===== src/rtl/smp_clk_div_pkg.sv =====
`timescale 1ns/1ps
package smp_clk_div_pkg;
  typedef enum logic {
    TGT_DIV = 1'b0,
    TGT_DLY = 1'b1
  } cfg_tgt_e;

  localparam int STATUS_W = 8;
  localparam int RDY_BIT  = 7;
endpackage


===== src/rtl/smp_rst_sync.sv =====
`timescale 1ns/1ps
module smp_rst_sync #(
  parameter int STAGES = 2
) (
  input  logic clk,
  input  logic rst_n,
  output logic rst_sync_n
);
  logic [STAGES-1:0] sync_q;

  always_ff @(posedge clk or negedge rst_n) begin
    if (!rst_n) sync_q <= '0;
    else        sync_q <= {sync_q[STAGES-2:0], 1'b1};
  end

  assign rst_sync_n = sync_q[STAGES-1];
endmodule


===== src/rtl/smp_period_gen.sv =====
`timescale 1ns/1ps
module smp_period_gen #(
  parameter int          DIV_W   = 8,
  parameter int          DLY_W   = 4,
  parameter logic [7:0]  DIV_RST = 8'd3,
  parameter logic [3:0]  DLY_RST = 4'd0
) (
  input  logic             clk,
  input  logic             rst_n,
  input  logic [DIV_W-1:0] div_pend,
  input  logic [DLY_W-1:0] dly_pend,
  output logic             bnd,
  output logic             tick,
  output logic [DLY_W-1:0] dly_act
);
  logic [DIV_W-1:0] cnt_q, cnt_d;
  logic [DIV_W-1:0] div_q, div_d;
  logic [DLY_W-1:0] dly_q, dly_d;
  logic             load_en;

  assign bnd     = (cnt_q == div_q);
  assign tick    = (cnt_q == '0);
  assign load_en = bnd;
  assign dly_act = dly_q;

  // next state
  always_comb begin
    cnt_d = bnd ? '0 : cnt_q + 1'b1;
    div_d = div_pend;
    dly_d = dly_pend;
  end

  // registers
  always_ff @(posedge clk or negedge rst_n) begin
    if (!rst_n) begin
      cnt_q <= '0;
      div_q <= DIV_W'(DIV_RST);
      dly_q <= DLY_W'(DLY_RST);
    end else begin
      cnt_q <= cnt_d;
      if (load_en) begin
        div_q <= div_d;
        dly_q <= dly_d;
      end
    end
  end

  AST_WRAP_ZERO: assert property (@(posedge clk) disable iff (!rst_n)
    bnd |=> tick);
  AST_TICK_GAP: assert property (@(posedge clk) disable iff (!rst_n)
    (tick && div_q != '0) |=> !tick);
  AST_HOLD_MIDPERIOD: assert property (@(posedge clk) disable iff (!rst_n)
    !bnd |=> ($stable(div_q) && $stable(dly_q)));
endmodule


===== src/rtl/smp_phase_delay.sv =====
`timescale 1ns/1ps
module smp_phase_delay #(
  parameter int DLY_W = 4
) (
  input  logic             clk,
  input  logic             rst_n,
  input  logic             tick,
  input  logic             mark_in,
  input  logic             mark_clr,
  input  logic [DLY_W-1:0] dly,
  output logic             strobe_raw,
  output logic             mark_out
);
  localparam int LINE = (1 << DLY_W) - 1;

  logic [LINE-1:0]  tick_q, tick_d;
  logic [LINE-1:0]  mark_q, mark_d;
  logic [DLY_W-1:0] tap;

  assign tap = dly - 1'b1;

  always_comb begin
    tick_d = {tick_q[LINE-2:0], tick};
    mark_d = mark_clr ? '0 : {mark_q[LINE-2:0], mark_in};
  end

  always_ff @(posedge clk or negedge rst_n) begin
    if (!rst_n) begin
      tick_q <= '0;
      mark_q <= '0;
    end else begin
      tick_q <= tick_d;
      mark_q <= mark_d;
    end
  end

  always_comb begin
    if (dly == '0) begin
      strobe_raw = tick;
      mark_out   = mark_in;
    end else begin
      strobe_raw = tick_q[tap];
      mark_out   = mark_q[tap];
    end
  end

  AST_MARK_ON_STROBE: assert property (@(posedge clk) disable iff (!rst_n)
    mark_out |-> strobe_raw);
endmodule


===== src/rtl/smp_clk_div.sv =====
`timescale 1ns/1ps
module smp_clk_div
  import smp_clk_div_pkg::*;
#(
  parameter int         DIV_W   = 8,
  parameter int         DLY_W   = 4,
  parameter logic [7:0] DIV_RST = 8'd3,
  parameter logic [3:0] DLY_RST = 4'd0
) (
  input  logic             clk_ref,
  input  logic             rst_n,
  input  logic             cfg_we,
  input  logic             cfg_sel,
  input  logic [DIV_W-1:0] cfg_wdata,
  output logic             smp_strobe,
  output logic [7:0]       clk_status
);
  logic             rst_i_n;
  logic [DIV_W-1:0] div_p_q, div_p_d;
  logic [DLY_W-1:0] dly_p_q, dly_p_d;
  logic             pend_q, pend_d;
  logic             fresh_q, fresh_d;
  logic             rdy_q, rdy_d;
  logic             bnd, tick, strobe_raw, mark_out;
  logic [DLY_W-1:0] dly_act;
  cfg_tgt_e         tgt;

  assign tgt = cfg_tgt_e'(cfg_sel);

  smp_rst_sync #(.STAGES(2)) u_rst (
    .clk        (clk_ref),
    .rst_n      (rst_n),
    .rst_sync_n (rst_i_n)
  );

  smp_period_gen #(
    .DIV_W(DIV_W), .DLY_W(DLY_W), .DIV_RST(DIV_RST), .DLY_RST(DLY_RST)
  ) u_per (
    .clk      (clk_ref),
    .rst_n    (rst_i_n),
    .div_pend (div_p_q),
    .dly_pend (dly_p_q),
    .bnd      (bnd),
    .tick     (tick),
    .dly_act  (dly_act)
  );

  smp_phase_delay #(.DLY_W(DLY_W)) u_dly (
    .clk        (clk_ref),
    .rst_n      (rst_i_n),
    .tick       (tick),
    .mark_in    (fresh_q),
    .mark_clr   (cfg_we),
    .dly        (dly_act),
    .strobe_raw (strobe_raw),
    .mark_out   (mark_out)
  );

  // next state
  always_comb begin
    div_p_d = div_p_q;
    dly_p_d = dly_p_q;
    if (cfg_we && tgt == TGT_DIV) div_p_d = cfg_wdata;
    if (cfg_we && tgt == TGT_DLY) dly_p_d = cfg_wdata[DLY_W-1:0];
    pend_d  = cfg_we ? 1'b1 : (bnd ? 1'b0 : pend_q);
    fresh_d = bnd && pend_q && !cfg_we;
    rdy_d   = cfg_we ? 1'b0 : (mark_out ? 1'b1 : rdy_q);
  end

  // registers
  always_ff @(posedge clk_ref or negedge rst_i_n) begin
    if (!rst_i_n) begin
      div_p_q <= DIV_W'(DIV_RST);
      dly_p_q <= DLY_W'(DLY_RST);
      pend_q  <= 1'b0;
      fresh_q <= 1'b0;
      rdy_q   <= 1'b1;
    end else begin
      div_p_q <= div_p_d;
      dly_p_q <= dly_p_d;
      pend_q  <= pend_d;
      fresh_q <= fresh_d;
      rdy_q   <= rdy_d;
    end
  end

  assign smp_strobe = rst_i_n & strobe_raw;

  always_comb begin
    clk_status          = '0;
    clk_status[RDY_BIT] = rdy_q;
  end

  AST_RDY_DROP: assert property (@(posedge clk_ref) disable iff (!rst_i_n)
    cfg_we |=> !clk_status[RDY_BIT]);
  AST_RDY_RISE: assert property (@(posedge clk_ref) disable iff (!rst_i_n)
    $rose(clk_status[RDY_BIT]) |-> $past(smp_strobe));
  AST_PEND_BLOCKS_RDY: assert property (@(posedge clk_ref) disable iff (!rst_i_n)
    (pend_q && !bnd) |=> !clk_status[RDY_BIT]);
endmodule


===== config.mk =====
export PLATFORM = sky130hd
export DESIGN_NAME = smp_clk_div
export DESIGN_NICKNAME = d
export VERILOG_FILES = /design/src/rtl/smp_clk_div_pkg.sv /design/src/rtl/smp_rst_sync.sv /design/src/rtl/smp_period_gen.sv /design/src/rtl/smp_phase_delay.sv /design/src/rtl/smp_clk_div.sv
export SDC_FILE = /design/constraint.sdc
export NUM_CORES = 1
export LEC_CHECK = 0
export ABC_CLOCK_PERIOD_IN_PS = 2400
export BUFFER_PORTS_ARGS = -buffer_cell sky130_fd_sc_hd__buf_2
export CORE_ASPECT_RATIO = 1.4
export CORE_MARGIN = 5
export CORE_UTILIZATION = 60
export CTS_BUF_LIST = sky130_fd_sc_hd__clkbuf_2 sky130_fd_sc_hd__clkbuf_4 sky130_fd_sc_hd__clkbuf_8
export DETAILED_ROUTE_END_ITERATION = 10
export PLACE_DENSITY = 0.77
export SLEW_MARGIN = 20
export SYNTH_ARGS = -nofsm -noshare
export SYNTH_HDL_FRONTEND = slang
export SYNTH_SLANG_ARGS = --single-unit
export TNS_END_PERCENT = 30

===== constraint.sdc =====
create_clock -name clk_ref -period 2.4 [get_ports clk_ref]
set_input_delay 0 -clock clk_ref [delete_from_list [all_inputs] [get_ports clk_ref]]
set_output_delay 0 -clock clk_ref [all_outputs]
set_load 0.01 [all_outputs]

# Word-level counts from Yosys, hierarchy flattened
# Cells that the tools add are included.
# totals
register_bits,67
word_cells,38
in_bits,12
# classes
reduce_logical,9
mux,12
magnitude_cmp,1
n_addsub,2
n_eq_ne,1
bitwise,2
# ops
cell,n
15-bit 2-to-1 mux,1
8-bit by 1-bit adder with 8-bit output (second input constant),1
1-bit binary-select mux with 4-bit select,2
8-bit == test,1
8-bit zero test,1
1-bit 2-to-1 mux,8
8-bit 2-to-1 mux,1
4-bit by 5-bit less-than comparator with 1-bit output (second input constant),1
1-bit logical AND,4
4-bit zero test,1
2-bit nonzero test,2
4-bit by 1-bit subtractor with 4-bit output (second input constant),1
1-bit bitwise AND,1
1-bit zero test,1
1-bit inverter,1

# Logic depth before layout (Yosys ltp)
# Gate-level depths: netlist of the first run.
# depth
ltp_word,6
depth_mapped,9
mapped_depth_nobuf,7

# Hierarchy
# From an unflattened synthesis of the first run, not the netlist that was laid out.
# unflattened
cells_unflattened,205
hier_area_um2,2926.6
# modules_own_cells
module,cells_each,seq_area_each_um2,area_each_um2,instances
smp_phase_delay,85,750.7,1234.9,1
smp_period_gen,71,503.0,958.4,1
smp_clk_div,46,379.1,679.4,1
smp_rst_sync,3,50.0,53.8,1

# Least setup slack after synthesis of the first run
# No wires, ideal clock.
# synth_timing
path_type,reg-to-output
startpoint,register u_rst.sync_q[1]
endpoint,output port smp_strobe
required_time_ps,2400
stages_incl_launch_ff,3
arrival_time_ps,2202
slack_ps,198
path_cell_list,dfrtp_1 > o21ai_0 > nor2_1
# synth_between
elab_chain_len,1
# synth_lines
element,line,text
"start, declared",smp_rst_sync.sv:9,logic [STAGES-1:0] sync_q;
"start signal, assigned",smp_rst_sync.sv:13,"else sync_q <= {sync_q[STAGES-2:0], 1'b1};"
1-bit bitwise AND,smp_clk_div.sv:87,assign smp_strobe = rst_i_n & strobe_raw;
"end, declared",smp_clk_div.sv:15,"output logic smp_strobe,"
# Every way passes these cells.

# Worst setup path after layout of the first run
# layout_timing
startpoint,"register u_per.dly_q[1], in the netlist u_per.dly_act[1]"
endpoint,output port smp_strobe
# layout_between
elab_chain_len,5
word_cells_on_any_way,6
# layout_lines
element,line,text
"start, declared",smp_period_gen.sv:18,"logic [DLY_W-1:0] dly_q, dly_d;"
"start signal, assigned",smp_period_gen.sv:38,dly_q <= DLY_W'(DLY_RST);
"start signal, assigned",smp_period_gen.sv:43,dly_q <= dly_d;
4-bit by 1-bit subtractor with 4-bit output,smp_phase_delay.sv:20,assign tap = dly - 1'b1;
1-bit binary-select mux with 4-bit select,smp_phase_delay.sv:42,strobe_raw = tick_q[tap];
1-bit 2-to-1 mux (implied by the code),smp_phase_delay.sv:42,
1-bit 2-to-1 mux *,smp_phase_delay.sv:38,if (dly == '0) begin
1-bit bitwise AND *,smp_clk_div.sv:87,
# Mark *: on every way between the ends. The rest lies on a longest branch, timed or not. The select of a mux whose other input is x is not followed.

==> metrics, run 1 <==
# nets final 250; register area share after synthesis roughly 60%; Clock Tree Buf Depth 2; final max-slew violation count 0; data arrival time of the worst path between 2 and 2.5 ns; r2r worst-path depth 6; Avg Cell Area, Syn 13.7 µm²; WL per Instance about 16 µm; Worst EP required between 2 and 2.5 ns; mapped cell area 0.00279 mm²; Max Fclk roughly 450 MHz; final WL 4750 µm; Hold Startpoint cfg_we; cells after synthesis between 200 and 250; status finished, final reports clean; Reg-to-Reg Start u_per.dly_act[0]; Synth cell types 33; Sink Count 67; Die ar. approximately 0.0061 mm²; CTS tree done; Worst Setup Path Type reg2out; antenna violations before repair 0; Register-to-Register Setup Slack around 0.5 ns; RSZ-0062 raised after global routing false; CP endpoint smp_strobe; Rel. slew slack 54.9%; Final period util between 90 and 100%; Root Buffer clkbuf_8; post-route ant nets 0; DRC 0; max-cap viol count 0; Worst-Skew Late Latency 0.34 ns; hold path depth 2; CP max FO 9; GR peak layer met2; placed inst area approximately 0.0029 mm²; hpwl dp between 3000 and 4000 µm; Die Wd between 60 and 70 µm; Hold WC Path Type in2reg; fill count 320; pwr dens approximately 1100 mW/mm²; Setup TNS 0 ns; CTS Buf Count 9; # rows 29; Worst IR Drop VDD roughly 610 µV; first-pass GRT wire length between 8000 and 9000 µm; Place WS approximately 0.36 ns; total number of yosys warnings 0; # H-tree levels 3; via density per instance around 5.3; element type at the critical path end output port; crit start category flop; Initial Util around three fifths; gpl congestion around 0.76; synth-to-layout area growth 15.7%; ant diodes 0; largest net degree at the start of global routing 28; Reg-to-Reg End rdy_q; Seq cells post-synth 67; met2 Usage GRT 29.1%; grt met1 use between 20 and 25%; Clock Skew about 0.0095 ns; endpoints failing setup 0; post-route worst setup slack roughly 0.17 ns; layout cells sized above 1 just under 30%; Core ar. approximately 0.0045 mm²; Via Count 1584; GRT Util Overall a little under a fifth; Clk pin slew, worst setup/hold paths 0.07 ns; CP Launch Point u_per.dly_act[1]; TritonRoute pass-1 iters 4; Port Buffers 13; Pwr Total around 3.5 mW; drt initial violations just under 80; global route overflow 0; Worst Max-Slew Pin Slew approximately 0.67 ns; global routing met3 resource utilization around 6.2%; IO Pins 21; Leak approximately 1.5 nW; vias in the first global route ~1700; Die Ht 90.7 µm; Hold Vio Cnt, Final 0; Post-Layout Inst Area 0.00323 mm²; fin crit period ~2.2 ns
[cell usage in the layout, fill, tap and decap left out, drive strengths merged, types with 4 or more instances in the layout]
cell,instances
nor2,12
ha,4
conb,8
o21ai,6
dlygate4sd3,10
mux2,23
inv,5
buf,18
nand3,7
xnor2,10
xor2,6
clkbuf,11
dfrtp,62
nor2b,17
dfstp,5
mux4,7
nand2,4
[critical path: stages, from the launching register on]
cell,delay (ns)
dfrtp_1,0.35
inv_1,0.11
ha_4,0.35
mux4_2,0.31
mux4_2,0.47
nor2_1,0.11
nor2_1,0.05
buf_2,0.13
[cell families (layout without fill, tap and decap cells)]
family,after synthesis,count (layout),share of synthesized area [%]
flops,67,67,60.3
simple gates,54,54,10.6
mux,32,32,16.2
buf+inv,20,49,4.08
xor+xnor,16,16,5.02
compound gates,9,9,1.84
fa+ha+maj,4,4,1.79
other cells,2,8,0.269
[cell usage after synthesis]
cell type,n,share of area (%)
mux2i_1,2,0.72
ha_1,4,1.8
inv_1,5,0.67
nand3_1,7,1.3
xnor2_1,10,3.1
nor2b_1,17,3.8
a41oi_1,1,0.31
mux2_2,23,9.3
nor4_1,1,0.22
nand2_1,4,0.54
nand3b_1,1,0.27
a211oi_1,1,0.27
and3_1,3,0.67
dfstp_2,5,4.7
o21ai_0,6,1.1
nand4_1,3,0.67
nor3_1,1,0.18
a21oi_1,1,0.18
and3b_1,1,0.31
buf_4,8,2.2
buf_6,1,0.40
clkbuf_1,5,0.67
xor2_1,6,1.9
and2_1,1,0.22
buf_2,1,0.18
or4b_1,1,0.36
or2_2,1,0.22
mux4_1,4,3.8
conb_1,2,0.27
nor2_1,12,1.6
nand2b_1,1,0.22
dfrtp_1,62,56
mux4_2,3,2.4
[flip-flops by register name (all words and copies together) (netlist names)]
name / flops
u_dly.tick_q: 15
fresh_q: 1
rdy_q: 1
u_rst.sync_q: 2
u_dly.mark_q: 15
pend_q: 1
u_per.cnt_q: 8
u_per.dly_act: 4
dly_p_q: 4
div_p_q: 8
u_per.div_q: 8
[power breakdown]
group | total (mW) | switching, mW | internal [mW]
logic | 0.932 | 0.433 | 0.499
clock network | 0.925 | 0.417 | 0.508
registers | 1.62 | 0.239 | 1.38
total | 3.47 | 1.09 | 2.38
[repair_timing]
item                                    in CTS  in global routing
endpoints found under the setup margin       1                  1
resized for setup                            1                  3
hold endpoints to repair                    14                  0
pin swaps                                    0                  0
setup buffers                                0                  0
hold buffers                                10                  0
[worst min path at each step]
stage                            end  slack, ns
finish               u_dly.mark_q[0]       0.05
CTS                  u_dly.mark_q[4]       0.03
floorplan            u_rst.sync_q[0]      -0.30
detailed placement   u_rst.sync_q[0]      -0.21
global placement     u_rst.sync_q[0]      -0.21
global route        u_dly.mark_q[14]       0.06
[final cells by class]
class | count | area (µm²) | share of cell area, %
Tap cell | 62 | 77.6 | 2.40
Timing Repair Buffer | 28 | 203 | 6.27
Clock inverter | 5 | 63.8 | 1.98
Clock buffer | 11 | 139 | 4.30
Multi-Input combinational cell | 123 | 1040 | 32.3
Sequential cell | 67 | 1680 | 52.1
Inverter | 5 | 18.8 | 0.581
[routing by layer]
layer  wire [µm]  vias up
li1            -      739
met4         101        0
met2        2560       34
met3         165       11
met5           0        -
met1        1920      800
[metrics by stage]
stage | util, % | instances | hold slack, ns
floorplan | - | 210 | -0.296
finish | 71.2 | 301 | 0.0481
detailed placement | 64.0 | 275 | -0.213
global route | 71.2 | 301 | 0.0614
CTS | 70.7 | 301 | 0.0323
global placement | 64.0 | 275 | -0.215
No activity file was read; power rests on OpenSTA's default activity.
==> run 2: changes to the inputs <==
BUFFER_PORTS_ARGS = -buffer_cell sky130_fd_sc_hd__clkbuf_2   (was -buffer_cell sky130_fd_sc_hd__buf_2)
==> run 2 against run 1 <==
- combinational power increased by 2.4%
- cell count is 0.33% lower
- critical endpoint unchanged
- worst setup slack got worse by 0.0064 ns
- critical path type unchanged
- worst hold slack improved by 0.042 ns
==> metrics, run 2 (same netlist as run 1, synthesis figures left out) <==
biggest regs u_dly.mark_q x15, u_dly.tick_q x15; most common cell after layout, fill and taps aside dfrtp_1; fin crit period approximately 2.2 ns; Core ar. about 0.0045 mm²; final WL between 5000 and 6000 µm; global route overflow 0; Clk pin slew, worst setup/hold paths about 0.080 ns; crit start category flop; Die Ht 90.7 µm; Pwr Total around 3.6 mW; Reg-to-Reg Start u_per.dly_act[0]; final max-slew violation count 0; Hold Vio Cnt, Final 0; Worst IR Drop VDD ~720 µV; element type at the critical path end output port; Die ar. between 0.006 and 0.007 mm²; # H-tree levels 3; commonest cells after routing, fill and taps aside dfrtp_1, mux2_2, nor2b_1, clkbuf_2, nor2_1; drt initial violations 68; IO Pins 21; first-pass GRT wire length 8780 µm; CP bufs+invs 2; Worst Max-Slew Pin Slew around 0.8 ns; Setup TNS 0 ns; via density per instance 5.33; fill count between 300 and 400; post-route ant nets 0; Via Count 1600; Port Buffers 13; Clock Skew approximately 0.011 ns; CTS tree done; pwr dens around 1100 mW/mm²; layout cells sized above 1 29.0%; Worst EP required approximately 2.4 ns; Hold Startpoint cfg_we; Sink Count between 60 and 70; status finished, final reports clean; largest net degree at the start of global routing between 60 and 70; Register-to-Register Setup Slack approximately 0.47 ns; TritonRoute pass-1 iters 4; endpoints failing setup 0; vias in the first global route about 1800; hpwl dp approximately 3500 µm; ant diodes 0; antenna violations before repair 0; Leak approximately 1.5 nW; Initial Util between 60 and 70%; max-cap viol count 0; data arrival time of the worst path 2.24 ns; gpl congestion approximately 0.74; Worst-Skew Late Latency between 0.3 and 0.4 ns; Final period util 93.2%; Clock Tree Buf Depth 2; Reg-to-Reg End rdy_q; Worst Setup Path Type reg2out; GRT Util Overall between 10% and 20%; critical path's top delay family multiplexers; slowest cell on the critical path mux4_1; Worst path max stage delay 0.60 ns; hold path depth 2; # rows 29; Storage cell area approximately 0.0017 mm²; Multi-input gate area around 0.0010 mm²; CP Cell Sequence buf_4, mux4_1, mux4_2, nor2_1, nor2_1, clkbuf_2; Root Buffer clkbuf_8; Rel. slew slack 47.6%; Die Wd around 68 µm; # nets final roughly 250; Max Fclk about 450 MHz; WL per Instance around 17 µm; DRC 0; RSZ-0062 raised after global routing false; Hold WC Path Type in2reg; r2r worst-path depth 6; CTS Buf Count 9; synth-to-layout area growth 16.6%; cell mode on critical path nor2_1; Hold Path Sink u_dly.mark_q[4]; CP max FO 10
## run 2: worst max-delay path by stage
| stage | depth (start not counted) | slack (ns) | end | startpoint |
|---|---|---|---|---|
| 2_1_floorplan | 2 | 0.20 | smp_strobe | u_rst.sync_q[1] |
| 3_3_place_gp | 7 | 0.44 | smp_strobe | u_per.dly_act[0] |
| 3_5_place_dp | 6 | 0.33 | rdy_q | u_per.dly_act[0] |
| 4_1_cts | 7 | 0.06 | smp_strobe | u_per.dly_act[0] |
| 5_1_grt | 6 | 0.04 | smp_strobe | u_per.dly_act[0] |
| 6_report | 6 | 0.16 | smp_strobe | u_per.dly_act[0] |
## run 2: through the flow
step	worst slack [ns]	cell area (µm²)	cells	util [%]	hold slack [ns]
after global routing	0.0370	3260	300	71.8	0.113
after global placement	0.438	2890	274	63.8	-0.214
after detailed placement	0.331	2890	274	63.8	-0.211
after CTS	0.0560	3230	300	71.3	0.0773
after floorplan	0.198	2820	210	-	-0.296
final	0.163	3260	300	71.8	0.0906
## run 2: where the power goes
| group | internal (mW) | switching [mW] |
|---|---|---|
| sequential | 1.38 | 0.235 |
| clock | 0.645 | 0.421 |
| combinational | 0.500 | 0.454 |
| total | 2.52 | 1.11 |
## run 2: cell type report
type	count	area share, %
Sequential cell	67	51.7
Multi-Input combinational cell	123	32.1
Timing Repair Buffer	27	5.99
Clock buffer	11	4.65
Clock inverter	5	2.61
Tap cell	62	2.38
Inverter	5	0.576
## run 2: metal layers
| metal | wire length, µm | up-vias | GRT usage, % |
|---|---|---|---|
| met4 | 66 | 0 | 6.60 |
| met1 | 2020 | 824 | 22.3 |
| li1 | - | 741 | - |
| met2 | 2820 | 29 | 34.2 |
| met5 | 0 | - | 0 |
| met3 | 180 | 6 | 5.23 |
## run 2: worst reg2reg max path: stages, from the launching register on
cell and delay [ns]:
dfrtp_1 0.38, inv_1 0.15, ha_4 0.18, xor2_2 0.29, mux4_1 0.59, nand3_1 0.11
a41oi_1 0.13
## run 2: repair_timing
item / 4_1_cts / 5_1_grt
cloned: 0 / 0
buffers inserted: 0 / 0
setup endpoints to repair: 1 / 1
hold endpoints to repair: 14 / 0
hold buffers: 10 / 0
gates resized for setup: 1 / 3
==> run 3: changes to the inputs <==
CORE_MARGIN = 1.5   (was 5)
==> run 3 against run 2 <==
- first-iteration DRC count is 31% higher
- fmax is 1.3% higher
- flip-flop and latch count stayed put
- worst hold slack better by 0.013 ns
- sequential share of layout area is 0.36 points higher
- utilization is 0.079 points higher
- count of clock-buffer cells in the layout stayed put
- sequential power hardly changed
- die area is 17% lower
==> metrics, run 3 (same netlist as run 1, synthesis figures left out) <==
Clk pin slew, worst setup/hold paths around 0.070 ns; Worst Setup Path Type reg2out; vias in the first global route 1755; CTS Buf Count 9; CP Depth 7; Worst path max stage delay approximately 0.47 ns; Reg power frac 46.2%; Worst EP required 2.40 ns; DRC 0; biggest regs u_dly.mark_q x15, u_dly.tick_q x15; fill count 332; IO Pins 21; # H-tree levels 3; TritonRoute pass-1 iters 6; Sw Share a little under a third; final max-slew violation count 0; element type at the critical path end output port; CP endpoint smp_strobe; drt initial violations 89; WL per Instance between 15 and 20 µm; Rel. slew slack between 40% and 50%; Setup TNS 0 ns; Register-to-Register Setup Slack 0.48 ns; Internal 2.41 mW; GRT Util Overall roughly a quarter; Via Count about 1600; layout cells sized above 1 28.7%; Reg-to-Reg End rdy_q; Sw Pwr 1.11 mW; crit start category flop; # Post-CTS Setup Buffers 0; status finished, final reports clean; CTS tree done; slowest cell on the critical path mux4_2; max-cap viol count 0; CP Launch Point u_per.dly_act[0]; Worst Max-Slew Pin Slew between 0.7 and 0.8 ns; Die Ht 83.7 µm; RSZ-0062 raised after global routing false; final WL roughly 4900 µm; via density per instance 5.33; Final period util 92.0%; Clock Tree Buf Depth 2; hpwl dp 3300 µm; Initial Util 62.1%; most common cell after layout, fill and taps aside dfrtp_1; CP Cell Sequence inv_1, ha_4, mux4_2, mux4_2, nor2_1, nor2_1, clkbuf_2; Core ar. 0.00450 mm²; CP max FO 9; ant diodes 0; Worst IR Drop VDD between 700 and 800 µV; Root Buffer clkbuf_8; Storage cell area between 0.0015 and 0.002 mm²; post-route worst setup slack around 0.19 ns; post-route ant nets 0; # rows 29; # nets final approximately 250; combinational power share roughly a quarter; global route overflow 0; antenna violations before repair 0; synth-to-layout area growth 15.8%; Hold Vio Cnt, Final 0; placed inst area slightly below 0.003 mm²; Port Buffers 13; Die ar. between 0.005 and 0.006 mm²; Worst-Skew Late Latency ~0.33 ns; largest net degree at the start of global routing 66; Die Wd approximately 61 µm; Post-Layout Inst Area roughly 0.0032 mm²; first-pass GRT wire length about 8500 µm; data arrival time of the worst path around 2.2 ns; Multi-input gate area between 0.001 and 0.0015 mm²; Leak around 1.5 nW; CP bufs+invs 2; commonest cells after routing, fill and taps aside dfrtp_1, mux2_2, nor2b_1, clkbuf_2, nor2_1; pwr dens approximately 1100 mW/mm²; Reg-to-Reg Start u_per.dly_act[0]; Place WS between 0.3 and 0.4 ns; Clock Skew between 0.007 and 0.008 ns; Clock Power Share a little over a quarter; endpoints failing setup 0; Sink Count 67; Max Fclk approximately 450 MHz; Hold WC Path Type in2reg; gpl congestion between 0.8 and 0.9; fin crit period approximately 2.2 ns; critical path's top delay family multiplexers; r2r worst-path depth 6
==> run 3: cell types whose count changed in the layout (fill, tap and decap cells not counted) <==
cell	delta
bufinv_16	-1
clkinvlp_4	+2
nor4_2	-1
nor4_4	+1
buf_4	-1
clkinv_4	-1
==> run 3: final cells by class <==
type	instances	share of cell area, %
clock inverter	5	1.90
tap	62	2.40
sequential	67	52.1
multi-input combinational	123	32.6
clock buffer	11	4.68
inverter	5	0.580
timing repair buffer	26	5.80
==> run 3: power by group through the flow <==
stage	Combinational (mW)	Sequential, mW	Clock, mW
6_report	0.937	1.63	0.958
5_1_grt	1.04	1.67	1.04
4_1_cts	0.901	1.62	0.979
3_5_place_dp	0.870	1.63	0
3_3_place_gp	0.824	1.62	0
2_1_floorplan	0.721	1.57	0
==> run 3: per-stage QoR <==
stage               hold slack (ns)  utilization [%]  std cells  power, mW
CTS                          0.0773             71.3        299       3.50
global placement             -0.212             64.2        273       2.44
finish                        0.104             71.9        299       3.52
global route                  0.114             71.9        299       3.74
floorplan                    -0.296                -        210       2.29
detailed placement           -0.210             64.2        273       2.50
==> run 3: how the worst min path moves through the flow <==
stage,to,from,cells past startpoint,slack [ns]
floorplan,u_rst.sync_q[0],rst_n,0,-0.30
global placement,u_rst.sync_q[0],rst_n,1,-0.21
detailed placement,u_rst.sync_q[0],rst_n,1,-0.21
CTS,rdy_q,cfg_we,2,0.08
global route,u_dly.mark_q[2],cfg_we,2,0.11
finish,rdy_q,cfg_we,2,0.10
==> run 3: layer usage <==
metal	GRT usage (%)	share of wire, %
met3	6.05	2.6
met2	38.6	56
met5	0	0
met4	11.9	3.0
met1	27.6	38
==> run 3: worst register-to-register path, delay by kind of cell (launching register included) <==
kind | cells | cell delay (ns)
xor gates and xnor gates | 1 | 0.29
buffers and inverters | 1 | 0.16
DFF | 1 | 0.38
adders and majority gates | 1 | 0.17
AOI/OAI and AO/OA | 1 | 0.12
muxes | 1 | 0.61
and+or+nand+nor | 1 | 0.11
==> run 3: repair_timing <==
| action | in CTS | in global routing |
|---|---|---|
| setup endpoints to repair | 1 | 1 |
| resized for setup | 2 | 3 |
| pin swaps | 0 | 0 |
| endpoints found under the hold margin | 14 | 0 |
| hold buffers | 10 | 0 |
